`src/rtl/atr_pkg.sv`:
```
package atr_pkg;

    // Parked value for a lane power-down field between attempts.
    localparam logic [1:0] PD_PARK = 2'd2;

    typedef enum logic [3:0] {
        ST_IDLE, ST_PREP, ST_PAT, ST_BUF, ST_RX, ST_CAL, ST_PDCLR, ST_TRAIN,
        ST_CHECK, ST_RXOFF, ST_BUFOFF, ST_PATOFF, ST_IDLEWAIT, ST_PDSET, ST_HOLD
    } atr_state_e;

    // One control action per cycle, issued by the sequencer to the register bank.
    typedef enum logic [3:0] {
        ACT_NONE, ACT_PREP, ACT_PAT_TRAIN, ACT_BUF_ON, ACT_RX_ON, ACT_PD_CLEAR,
        ACT_PASS, ACT_FAIL, ACT_RX_OFF, ACT_BUF_OFF, ACT_PAT_OFF, ACT_PD_SET
    } atr_act_e;

    typedef struct packed {
        logic en;
        logic normal;
        logic auto_tr;
        logic enh;
    } pat_ctl_t;

    function automatic int unsigned max3(int unsigned a, int unsigned b, int unsigned c);
        int unsigned m;
        m = (a > b) ? a : b;
        return (m > c) ? m : c;
    endfunction

endpackage

```
`src/rtl/atr_timer.sv`:
```
module atr_timer #(
    parameter int W = 6
) (
    input  logic         clk,
    input  logic         rst,
    input  logic         load,
    input  logic [W-1:0] load_val,
    output logic         expired
);
    logic [W-1:0] cnt;

    always_ff @(posedge clk) begin
        if (rst)             cnt <= '0;
        else if (load)       cnt <= load_val;
        else if (cnt != '0)  cnt <= cnt - 1'b1;
    end

    assign expired = (cnt == '0) && !load;

    // a wait window only shrinks unless reloaded
    assert_timer_shrinks_R4: assert property (@(posedge clk) disable iff (rst)
        !load |=> (cnt <= $past(cnt)));
endmodule

```
`src/rtl/atr_seq.sv`:
```
module atr_seq
    import atr_pkg::*;
#(
    parameter int LVL_W     = 4,
    parameter int LANE_W    = 3,
    parameter int TMR_W     = 6,
    parameter int CAL_CYC   = 8,
    parameter int TRAIN_CYC = 10,
    parameter int IDLE_TMO  = 32
) (
    input  logic              clk,
    input  logic              rst,
    input  logic              start_i,
    input  logic [LVL_W-1:0]  num_levels_i,
    input  logic [LANE_W-1:0] lane_count_i,
    input  logic              train_done_i,
    input  logic              buf_idle_i,
    input  logic              tmr_expired,
    output atr_act_e          act_o,
    output logic [LVL_W-1:0]  level_o,
    output logic [LANE_W-1:0] width_o,
    output logic              tmr_load,
    output logic [TMR_W-1:0]  tmr_val,
    output logic              tmo_o
);
    localparam int ATT_W = LVL_W + 1;

    atr_state_e        state, nstate;
    logic [ATT_W-1:0]  attempt, last_att;
    logic [LANE_W-1:0] lanes_q;
    logic              can_start;

    assign can_start = (state == ST_IDLE) || (state == ST_HOLD);

    always_ff @(posedge clk) begin
        if (rst) begin
            state    <= ST_IDLE;
            attempt  <= '0;
            last_att <= '0;
            lanes_q  <= '0;
        end else begin
            state <= nstate;
            if (can_start && start_i) begin
                attempt  <= '0;
                lanes_q  <= lane_count_i;
                last_att <= (num_levels_i == '0) ? ATT_W'(1)
                                                 : {num_levels_i, 1'b0} - 1'b1;
            end else if (state == ST_PDSET) begin
                attempt <= attempt + 1'b1;
            end
        end
    end

    assign level_o = attempt[ATT_W-1:1];
    assign width_o = lanes_q - 1'b1;

    always_comb begin
        nstate   = state;
        act_o    = ACT_NONE;
        tmr_load = 1'b0;
        tmr_val  = '0;
        tmo_o    = 1'b0;
        unique case (state)
            ST_IDLE, ST_HOLD: if (start_i) nstate = ST_PREP;
            ST_PREP:   begin act_o = ACT_PREP;      nstate = ST_PAT; end
            ST_PAT:    begin act_o = ACT_PAT_TRAIN; nstate = ST_BUF; end
            ST_BUF:    begin act_o = ACT_BUF_ON;    nstate = ST_RX;  end
            ST_RX: begin
                act_o    = ACT_RX_ON;
                tmr_load = 1'b1;
                tmr_val  = TMR_W'(CAL_CYC);
                nstate   = ST_CAL;
            end
            ST_CAL:    if (tmr_expired) nstate = ST_PDCLR;
            ST_PDCLR: begin
                act_o    = ACT_PD_CLEAR;
                tmr_load = 1'b1;
                tmr_val  = TMR_W'(TRAIN_CYC);
                nstate   = ST_TRAIN;
            end
            ST_TRAIN:  if (tmr_expired) nstate = ST_CHECK;
            ST_CHECK: begin
                if (train_done_i) begin
                    act_o = ACT_PASS; nstate = ST_HOLD;
                end else if (attempt == last_att) begin
                    act_o = ACT_FAIL; nstate = ST_HOLD;
                end else begin
                    nstate = ST_RXOFF;
                end
            end
            ST_RXOFF:  begin act_o = ACT_RX_OFF;  nstate = ST_BUFOFF; end
            ST_BUFOFF: begin act_o = ACT_BUF_OFF; nstate = ST_PATOFF; end
            ST_PATOFF: begin
                act_o    = ACT_PAT_OFF;
                tmr_load = 1'b1;
                tmr_val  = TMR_W'(IDLE_TMO);
                nstate   = ST_IDLEWAIT;
            end
            ST_IDLEWAIT: begin
                if (buf_idle_i) begin
                    nstate = ST_PDSET;
                end else if (tmr_expired) begin
                    tmo_o  = 1'b1;
                    nstate = ST_PDSET;
                end
            end
            ST_PDSET:  begin act_o = ACT_PD_SET; nstate = ST_PAT; end
            default:   nstate = ST_IDLE;
        endcase
    end

    // the attempt index never passes the latched limit
    assert_attempt_bound_R3: assert property (@(posedge clk) disable iff (rst)
        (state != ST_IDLE) |-> (attempt <= last_att));
    // a start pulse inside a run does not restart it
    assert_start_ignored_R9: assert property (@(posedge clk) disable iff (rst)
        (!can_start && start_i) |=> (state != ST_PREP));
endmodule

```
`src/rtl/atr_ctl.sv`:
```
module atr_ctl
    import atr_pkg::*;
#(
    parameter int LVL_W   = 4,
    parameter int LANE_W  = 3,
    parameter int TU_W    = 7,
    parameter int TU_SIZE = 64
) (
    input  logic              clk,
    input  logic              rst,
    input  atr_act_e          act_i,
    input  logic [LVL_W-1:0]  level_i,
    input  logic [LANE_W-1:0] width_i,
    input  logic              tmo_i,
    output logic              buf_en,
    output logic [LVL_W-1:0]  buf_level,
    output logic [LANE_W-1:0] buf_width,
    output logic              rx_en,
    output logic              rx_auto,
    output logic              rx_clk_link,
    output logic [TU_W-1:0]   tu_size,
    output logic [1:0]        pd0,
    output logic [1:0]        pd1,
    output pat_ctl_t          pat,
    output logic              done,
    output logic              fail,
    output logic              idle_err
);
    always_ff @(posedge clk) begin
        if (rst) begin
            buf_en <= 1'b0; buf_level <= '0; buf_width <= '0;
            rx_en <= 1'b0; rx_auto <= 1'b0; rx_clk_link <= 1'b0;
            tu_size <= '0; pd0 <= '0; pd1 <= '0; pat <= '0;
            done <= 1'b0; fail <= 1'b0; idle_err <= 1'b0;
        end else begin
            if (tmo_i) idle_err <= 1'b1;
            unique case (act_i)
                ACT_PREP: begin
                    pd0 <= PD_PARK; pd1 <= PD_PARK; rx_clk_link <= 1'b1;
                    rx_en <= 1'b0; rx_auto <= 1'b0; buf_en <= 1'b0;
                    pat <= '0; done <= 1'b0; fail <= 1'b0;
                end
                ACT_PAT_TRAIN: pat <= '{en: 1'b1, normal: 1'b0, auto_tr: 1'b1, enh: 1'b1};
                ACT_BUF_ON: begin
                    buf_en <= 1'b1; buf_level <= level_i; buf_width <= width_i;
                end
                ACT_RX_ON: begin
                    tu_size <= TU_W'(TU_SIZE); rx_en <= 1'b1; rx_auto <= 1'b1;
                end
                ACT_PD_CLEAR: begin pd0 <= '0; pd1 <= '0; end
                ACT_PASS:     begin pat.normal <= 1'b1; done <= 1'b1; end
                ACT_FAIL:     fail <= 1'b1;
                ACT_RX_OFF:   rx_en <= 1'b0;
                ACT_BUF_OFF:  buf_en <= 1'b0;
                ACT_PAT_OFF:  begin pat.en <= 1'b0; pat.normal <= 1'b0; end
                ACT_PD_SET:   begin pd0 <= PD_PARK; pd1 <= PD_PARK; end
                default: ;
            endcase
        end
    end

    // the receiver is never on without the buffer
    assert_rx_within_buf_R6: assert property (@(posedge clk) disable iff (rst)
        rx_en |-> buf_en);
    // lanes parked and link clock chosen whenever the buffer comes up
    assert_parked_at_buf_on_R2: assert property (@(posedge clk) disable iff (rst)
        $rose(buf_en) |-> (pd0 == PD_PARK && pd1 == PD_PARK && rx_clk_link));
    // success lands in normal pattern with the link up
    assert_pass_state_R5: assert property (@(posedge clk) disable iff (rst)
        $rose(done) |-> (pat.normal && pat.auto_tr && pat.enh && pat.en && buf_en && rx_en));
    // the two outcomes exclude each other
    assert_outcome_excl_R7: assert property (@(posedge clk) disable iff (rst)
        !(done && fail));
    // the timeout flag is sticky
    assert_err_sticky_R8: assert property (@(posedge clk) disable iff (rst)
        idle_err |=> idle_err);
endmodule

```
`src/rtl/autotrain_retry_ctl.sv`:
```
module autotrain_retry_ctl
    import atr_pkg::*;
#(
    parameter int LVL_W     = 4,
    parameter int LANE_W    = 3,
    parameter int TU_W      = 7,
    parameter int TU_SIZE   = 64,
    parameter int CAL_CYC   = 8,
    parameter int TRAIN_CYC = 10,
    parameter int IDLE_TMO  = 32
) (
    input  logic              clk,
    input  logic              rst,
    input  logic              start_i,
    input  logic [LVL_W-1:0]  num_levels_i,
    input  logic [LANE_W-1:0] lane_count_i,
    input  logic              train_done_i,
    input  logic              buf_idle_i,
    output logic              buf_en_o,
    output logic [LVL_W-1:0]  buf_level_o,
    output logic [LANE_W-1:0] buf_width_o,
    output logic              rx_en_o,
    output logic              rx_auto_o,
    output logic              rx_clk_link_o,
    output logic [TU_W-1:0]   tu_size_o,
    output logic [1:0]        lane0_pd_o,
    output logic [1:0]        lane1_pd_o,
    output logic              pat_en_o,
    output logic              pat_normal_o,
    output logic              pat_auto_o,
    output logic              pat_enh_o,
    output logic              done_o,
    output logic              fail_o,
    output logic              idle_err_o
);
    localparam int TMR_MAX = int'(max3(CAL_CYC, TRAIN_CYC, IDLE_TMO));
    localparam int TMR_W   = $clog2(TMR_MAX + 1);

    atr_act_e          act;
    logic [LVL_W-1:0]  level;
    logic [LANE_W-1:0] width;
    logic              tmr_load, tmr_expired, tmo;
    logic [TMR_W-1:0]  tmr_val;
    pat_ctl_t          pat;

    atr_timer #(.W(TMR_W)) u_timer (
        .clk(clk), .rst(rst), .load(tmr_load), .load_val(tmr_val), .expired(tmr_expired)
    );

    atr_seq #(
        .LVL_W(LVL_W), .LANE_W(LANE_W), .TMR_W(TMR_W),
        .CAL_CYC(CAL_CYC), .TRAIN_CYC(TRAIN_CYC), .IDLE_TMO(IDLE_TMO)
    ) u_seq (
        .clk(clk), .rst(rst), .start_i(start_i), .num_levels_i(num_levels_i),
        .lane_count_i(lane_count_i), .train_done_i(train_done_i), .buf_idle_i(buf_idle_i),
        .tmr_expired(tmr_expired), .act_o(act), .level_o(level), .width_o(width),
        .tmr_load(tmr_load), .tmr_val(tmr_val), .tmo_o(tmo)
    );

    atr_ctl #(.LVL_W(LVL_W), .LANE_W(LANE_W), .TU_W(TU_W), .TU_SIZE(TU_SIZE)) u_ctl (
        .clk(clk), .rst(rst), .act_i(act), .level_i(level), .width_i(width), .tmo_i(tmo),
        .buf_en(buf_en_o), .buf_level(buf_level_o), .buf_width(buf_width_o),
        .rx_en(rx_en_o), .rx_auto(rx_auto_o), .rx_clk_link(rx_clk_link_o),
        .tu_size(tu_size_o), .pd0(lane0_pd_o), .pd1(lane1_pd_o), .pat(pat),
        .done(done_o), .fail(fail_o), .idle_err(idle_err_o)
    );

    assign pat_en_o     = pat.en;
    assign pat_normal_o = pat.normal;
    assign pat_auto_o   = pat.auto_tr;
    assign pat_enh_o    = pat.enh;
endmodule

```
`config.mk`:
```
export PLATFORM = sky130hd
export DESIGN_NAME = autotrain_retry_ctl
export DESIGN_NICKNAME = d
export VERILOG_FILES = /design/src/rtl/atr_pkg.sv /design/src/rtl/atr_timer.sv /design/src/rtl/atr_seq.sv /design/src/rtl/atr_ctl.sv /design/src/rtl/autotrain_retry_ctl.sv
export SDC_FILE = /design/constraint.sdc
export NUM_CORES = 1
export LEC_CHECK = 0
export BUFFER_PORTS_ARGS = -buffer_cell sky130_fd_sc_hd__buf_4
export CAP_MARGIN = 20
export CORE_MARGIN = 3
export CORE_UTILIZATION = 50
export CTS_CLUSTER_SIZE = 20
export DETAILED_ROUTE_END_ITERATION = 16
export HOLD_SLACK_MARGIN = 0.1
export PLACE_DENSITY = 0.85
export SYNTH_ARGS = -nofsm -noshare
export SYNTH_HDL_FRONTEND = slang
export SYNTH_SLANG_ARGS = --single-unit
```
`constraint.sdc`:
```
create_clock -name clk -period 1.73 [get_ports clk]
set_input_delay 0.0865 -clock clk [delete_from_list [all_inputs] [get_ports clk]]
set_output_delay 0.0865 -clock clk [all_outputs]
set_load 0.02 [all_outputs]
```
==> run metrics, run 1 <==
Critical Path Start u_seq.state[1]; number of synthesized flops with an enable pin 0; first-pass GRT wire length 8.40 mm; clk sinks 42; sequential share of the synthesized area 0.383; Synth area leader dfxtp_1; asr flop ratio synth 0; fin area 0.00275 mm^2; failing checks setup timing; Cell Rows 23; pwr dens 1080 mW/mm^2; Setup Skew 4.89 ps; fin worst setup slack -5.52 ps; Inserted Diodes 0; non-filler cells, final 370; share of the synthesized area in the top cell type 0.383; Mapped Cells 269; gpl congestion 0.814; Layout Nets 334; Worst Path Required 1920 ps; drt first pass iters 4; Synth Flop Type dfxtp_1; largest net degree at the start of global routing 39; # setup viols final 1; post-synthesis area per instance 8.17 um^2; Min-Delay Path Class input pin to flop; share of layout cells above drive strength 1 0.244; Final ANT Viol Nets 0; clk_lat worst skew 290 ps; commonest cells in the netlist dfxtp_1, nor2_1, a21oi_1, nand2_1; RSZ-0062 raised after global routing yes; vias per inst 5.62; synth warn 0; post-DP HPWL 3.45 mm; Detailed Route Iter0 Violations 141; cell count after placement 357; IO Port Bufs 32; Max Freq 576 MHz; Setup TNS -5.52 ps; worst r2r src u_seq.state[1]; final wirelength 5.12 mm; critical hold path startpoint num_levels_i[0]; TritonCTS Buffers 5; CP Max Fanout 4; peak supply drop 0.000594 V; initial antenna violation count 0; CTS root buf clkbuf_8; Distinct cells, synth 49; Final Hold Viols 0; Tmin final 1740 ps; fin util 0.668; Final Slew Violations 0; gr usage total 0.203; I/O Pins 41; DRC viols 0; startpoint class of the critical path flop; DR vias 2078; max-capacitance violation count 0; flip-flop and latch count after synthesis 42; status finished, violations left; area occupied by multi-input gates 0.00124 mm^2; routed length per placed instance 13.8 um; top-count cell post-synth dfxtp_1; CTS tree yes; grt ovf 0; H-tree depth 2; synth top area cells dfxtp_1, a21oi_1, nor2_1, nand2_1, buf_4; die span in y 72.3 um; final clock period utilization by the worst path 1.00; die area 0.00523 mm^2; Clock Pin Slew Worst Setup and Hold Paths 80 ps; number of global-route vias before repair 1880; leakage 1.22 nW; Die W 72.3 um; mapped cell area 0.00220 mm^2; Crit Path Class flop to flop; Worst EP arrival 1920 ps; Area after DPL 0.00257 mm^2; register area 845 um^2; Layout area overhead 25.1%; core area 0.00412 mm^2; Starting Density 0.534; maximum clock insertion buffer count 2; Fillers 337; CP endpoint kind flop
[registers in the layout, summed over array words and instances (netlist names), 3 cells and up]
register and flops:
u_ctl.buf_level 4, u_ctl.buf_width 3, u_ctl.pat 3, u_seq.attempt 5
u_seq.lanes_q 3, u_seq.last_att 5, u_seq.state 4, u_timer.cnt 6
[what timing repair did]
action	4_1_cts	5_1_grt
gates resized for setup	5	3
hold endpoints to repair	4	0
buffers inserted	0	2
pin swaps	2	3
endpoints found under the setup margin	2	14
hold buffers	4	0
[logic make-up after synthesis]
group	synth area share
AND/OR/NAND/NOR	0.256
flip-flops	0.383
other	0.00171
XOR/XNOR	0.0518
buffers and inverters	0.0763
multiplexers	0.0370
adder cells (fa/ha/maj)	0.0171
AO/OA/AOI/OAI	0.178
[cells in the final DEF (no fill, tap or decap), types with 3 or more instances in the layout]
cell	netlist	layout
and2_1	3	3
and4b_1	4	4
o21ai_0	10	10
clkbuf_8	0	6
dfxtp_2	0	3
nor3_1	12	12
a21oi_1	25	25
nor2b_1	7	7
dfxtp_1	42	39
xor2_1	8	8
nand4_1	3	3
conb_1	1	8
o21bai_1	4	4
dlygate4sd3_1	0	4
nor2_1	33	33
xnor2_1	5	5
mux2i_1	7	7
nand2b_1	3	3
a211oi_1	6	6
or3_1	4	4
buf_4	10	57
ha_1	3	3
nand2_1	24	24
inv_1	9	9
[metrics by stage]
| step | hold slack, ps | setup WS [ps] | power, mW |
|---|---|---|---|
| floorplan | 230 | 16.8 | 1.88 |
| global placement | 318 | -25.6 | 2.22 |
| detailed placement | 330 | -73.5 | 2.25 |
| CTS | 147 | -10.7 | 2.91 |
| global route | 184 | -46.3 | 3.15 |
| finish | 145 | -5.52 | 2.96 |
[worst max-delay path, stage by stage, from the launching register on]
cell and delay, ps:
dfxtp_2 340, or4b_4 510, a221o_1 380, and4b_1 190, a211o_1 210
[report_power, final]
part           internal [mW]  switching (mW)  total (mW)
combinational          0.543           0.576        1.12
sequential              1.08          0.0980        1.18
clock                  0.321           0.339       0.659
total                   1.94            1.01        2.96
[metal layers]
metal | part of all wire | GRT usage
met1 | 0.42 | 0.243
met2 | 0.51 | 0.354
met3 | 0.054 | 0.0512
met4 | 0.020 | 0.0626
met5 | 0 | 0
[path summary, 6_finish.rpt]
kind,endpoint,slack [ps],cells past startpoint
max reg2reg,u_seq.state[1],-6,4
min reg2reg,u_ctl.buf_level[2],460,2
min,u_seq.last_att[2],150,3
max,u_seq.state[1],-6,4
[final cells by class]
type                    count  share of cell area
clock inverters             2             0.00455
flip-flops and latches     42               0.307
clock buffers               6              0.0301
well taps                  50              0.0228
multi-input cells         200               0.453
inverters                   9              0.0123
repair buffers             61               0.170
Note: power is estimated with default switching activity, not from simulation.
==> run 2, diff against run 1 <==
- MAX_ROUTING_LAYER: default -> met4
==> run 2 against run 1 <==
Effect of this change:
- the flow still finishes with violations (setup timing)
- register-to-register slack is essentially flat
- maximum frequency grew 0.15%
- first-iteration DRC count shrank 18%
- global-route usage grew 0.60 points
- clock skew grew 1.3 ps
- via count grew 0.38%
- final cell count is the same
- worst hold slack gained 4.4 ps
- design area is the same
- clock-buffer cell count is the same
- critical path type unchanged
- highest routed layer unchanged
==> run metrics, run 2 (synthesized netlist as in run 1, its figures left out) <==
Worst Path Required 1920 ps (about the same); Final Slew Violations 0 (unchanged); routed length per placed instance 13.9 um (+0.33%); CTS tree yes; max-capacitance violation count 0 (unchanged); Detailed Route Iter0 Violations 115 (-18%); initial antenna violation count 0 (unchanged); share of layout cells above drive strength 1 0.244 (unchanged); Hold Path End u_seq.last_att[2]; non-filler cells, final 370 (unchanged); Crit Path Class flop to flop; Min-Delay Path Class input pin to flop; gpl congestion 0.826 (+1.5%); clk_lat worst skew 300 ps (about the same); cell count after placement 357 (unchanged); post-DP HPWL 3.45 mm (unchanged); TritonCTS Buffers 5 (unchanged); Largest register FFs 6 (unchanged); Final Hold Viols 0 (unchanged); Inserted Diodes 0 (unchanged); Bufs and invs on worst path 0 (unchanged); core area 0.00412 mm^2 (unchanged); CP endpoint kind flop; Layout Nets 334 (unchanged); gr usage total 0.209 (+0.00599); slowest CP cell or4b_4; vias per inst 5.64 (+0.38%); maximum clock insertion buffer count 2 (unchanged); Starting Density 0.534 (unchanged); drt first pass iters 4 (unchanged); Clock Pin Slew Worst Setup and Hold Paths 80 ps (about the same); final wirelength 5.14 mm (+0.33%); Final ANT Viol Nets 0 (unchanged); Setup Skew 6.22 ps (+1.33 ps); Worst EP arrival 1920 ps (about the same); Layout area overhead 25.1% (unchanged); CP Max Fanout 4 (unchanged); fin util 0.668 (unchanged); die span in y 72.3 um (unchanged); # setup viols final 1 (unchanged); status finished, violations left; Reg2Reg Depth 4 (unchanged); Worst path max stage delay 510 ps (about the same); hold-critical path depth 3 (unchanged); first-pass GRT wire length 8.40 mm (unchanged); pwr dens 1080 mW/mm^2 (about the same); total power 2.96 mW (about the same); Max Freq 577 MHz (+0.15%); RSZ-0062 raised after global routing yes; startpoint class of the critical path flop; commonest non-fill, non-tap cells in the layout buf_4, dfxtp_1, nor2_1; CTS root buf clkbuf_8; crit-path cells or4b_4, a221o_1, and4b_1, a211o_1; leakage 1.22 nW (unchanged); final clock period utilization by the worst path 1.00 (-0.00150); RR Endpoint u_seq.state[1]; worst r2r src u_seq.state[1]; register with the most flip-flops u_timer.cnt; number of global-route vias before repair 1878 (-0.11%); clk sinks 42 (unchanged); internal reg-to-reg setup slack -3 ps (about the same); Die W 72.3 um (unchanged); fin worst setup slack -2.92 ps (+2.60 ps); Top Registers u_timer.cnt: 6 flops, u_seq.attempt: 5 flops, u_seq.last_att: 5 flops; cell family with most CP delay simple AND/OR/NAND/NOR gates; Cell Rows 23 (unchanged); critical hold path startpoint num_levels_i[0]; I/O Pins 41 (unchanged); failing checks setup timing; peak supply drop 0.000595 V (+0.17%); H-tree depth 2 (unchanged); IO Port Bufs 32 (unchanged); grt ovf 0 (unchanged); DR vias 2086 (+0.38%); commonest non-fill, non-tap cell in the layout buf_4; Tmin final 1730 ps (-2.60 ps); DRC viols 0 (unchanged); die area 0.00523 mm^2 (unchanged); Fillers 337 (unchanged); largest net degree at the start of global routing 39 (unchanged)
## run 2: cell counts in the layout (fill, tap and decap cells not counted)
Identical to the previous run, type by type.
## run 2: tightest hold or removal path, stage by stage
cell	delay, ps
buf_4	110
a211oi_1	60
nor3_1	130
## run 2: worst max path at each step
| stage | startpoint | end | cells after the start |
|---|---|---|---|
| after global placement | u_timer.cnt[0] | u_seq.state[1] | 7 |
| after floorplan | u_seq.state[1] | u_seq.state[1] | 4 |
| after global routing | u_seq.state[1] | u_seq.state[1] | 4 |
| after detailed placement | u_timer.cnt[0] | u_seq.state[1] | 7 |
| final | u_seq.state[1] | u_seq.state[1] | 4 |
| after CTS | u_seq.state[1] | u_seq.state[1] | 4 |
## run 2: stage by stage
stage               setup TNS (ps)  instance area (um^2)  worst slack, ps  hold WS [ps]
finish                       -2.92                  2750            -2.92           150
global route                 -52.6                  2750            -46.3           184
CTS                          -10.7                  2720            -10.7           147
detailed placement           -73.5                  2570            -73.5           330
global placement             -25.6                  2570            -25.6           318
floorplan                        0                  2220             16.8           230
## run 2: layout make-up
cell class | count | area [um^2] | area share
Multi-Input combinational cell | 200 | 1240 | 0.453
Sequential cell | 42 | 845 | 0.307
Timing Repair Buffer | 61 | 468 | 0.170
Clock buffer | 6 | 82.6 | 0.0301
Tap cell | 50 | 62.6 | 0.0228
Inverter | 9 | 33.8 | 0.0123
Clock inverter | 2 | 12.5 | 0.00455
## run 2: what timing repair did
action / CTS / global route
buffers inserted: 0 / 2
pin swaps: 2 / 3
hold endpoints to repair: 4 / 0
endpoints found under the setup margin: 2 / 14
resized for setup: 5 / 3
hold buffers: 4 / 0
## run 2: where the power goes
part / internal, mW / total (mW) / switching, mW / leakage, nW
registers: 1.08 / 1.18 / 0.0985 / 0.343
clock network: 0.321 / 0.662 / 0.341 / 0.0472
logic: 0.543 / 1.12 / 0.575 / 0.826
## run 2: per-layer routing
layer	wire, um	track usage	vias to the layer above
li1	-	-	1032
met1	2180	0.243	981
met2	2590	0.354	59
met3	265	0.0512	14
met4	98	0.0626	0
met5	0	-	-
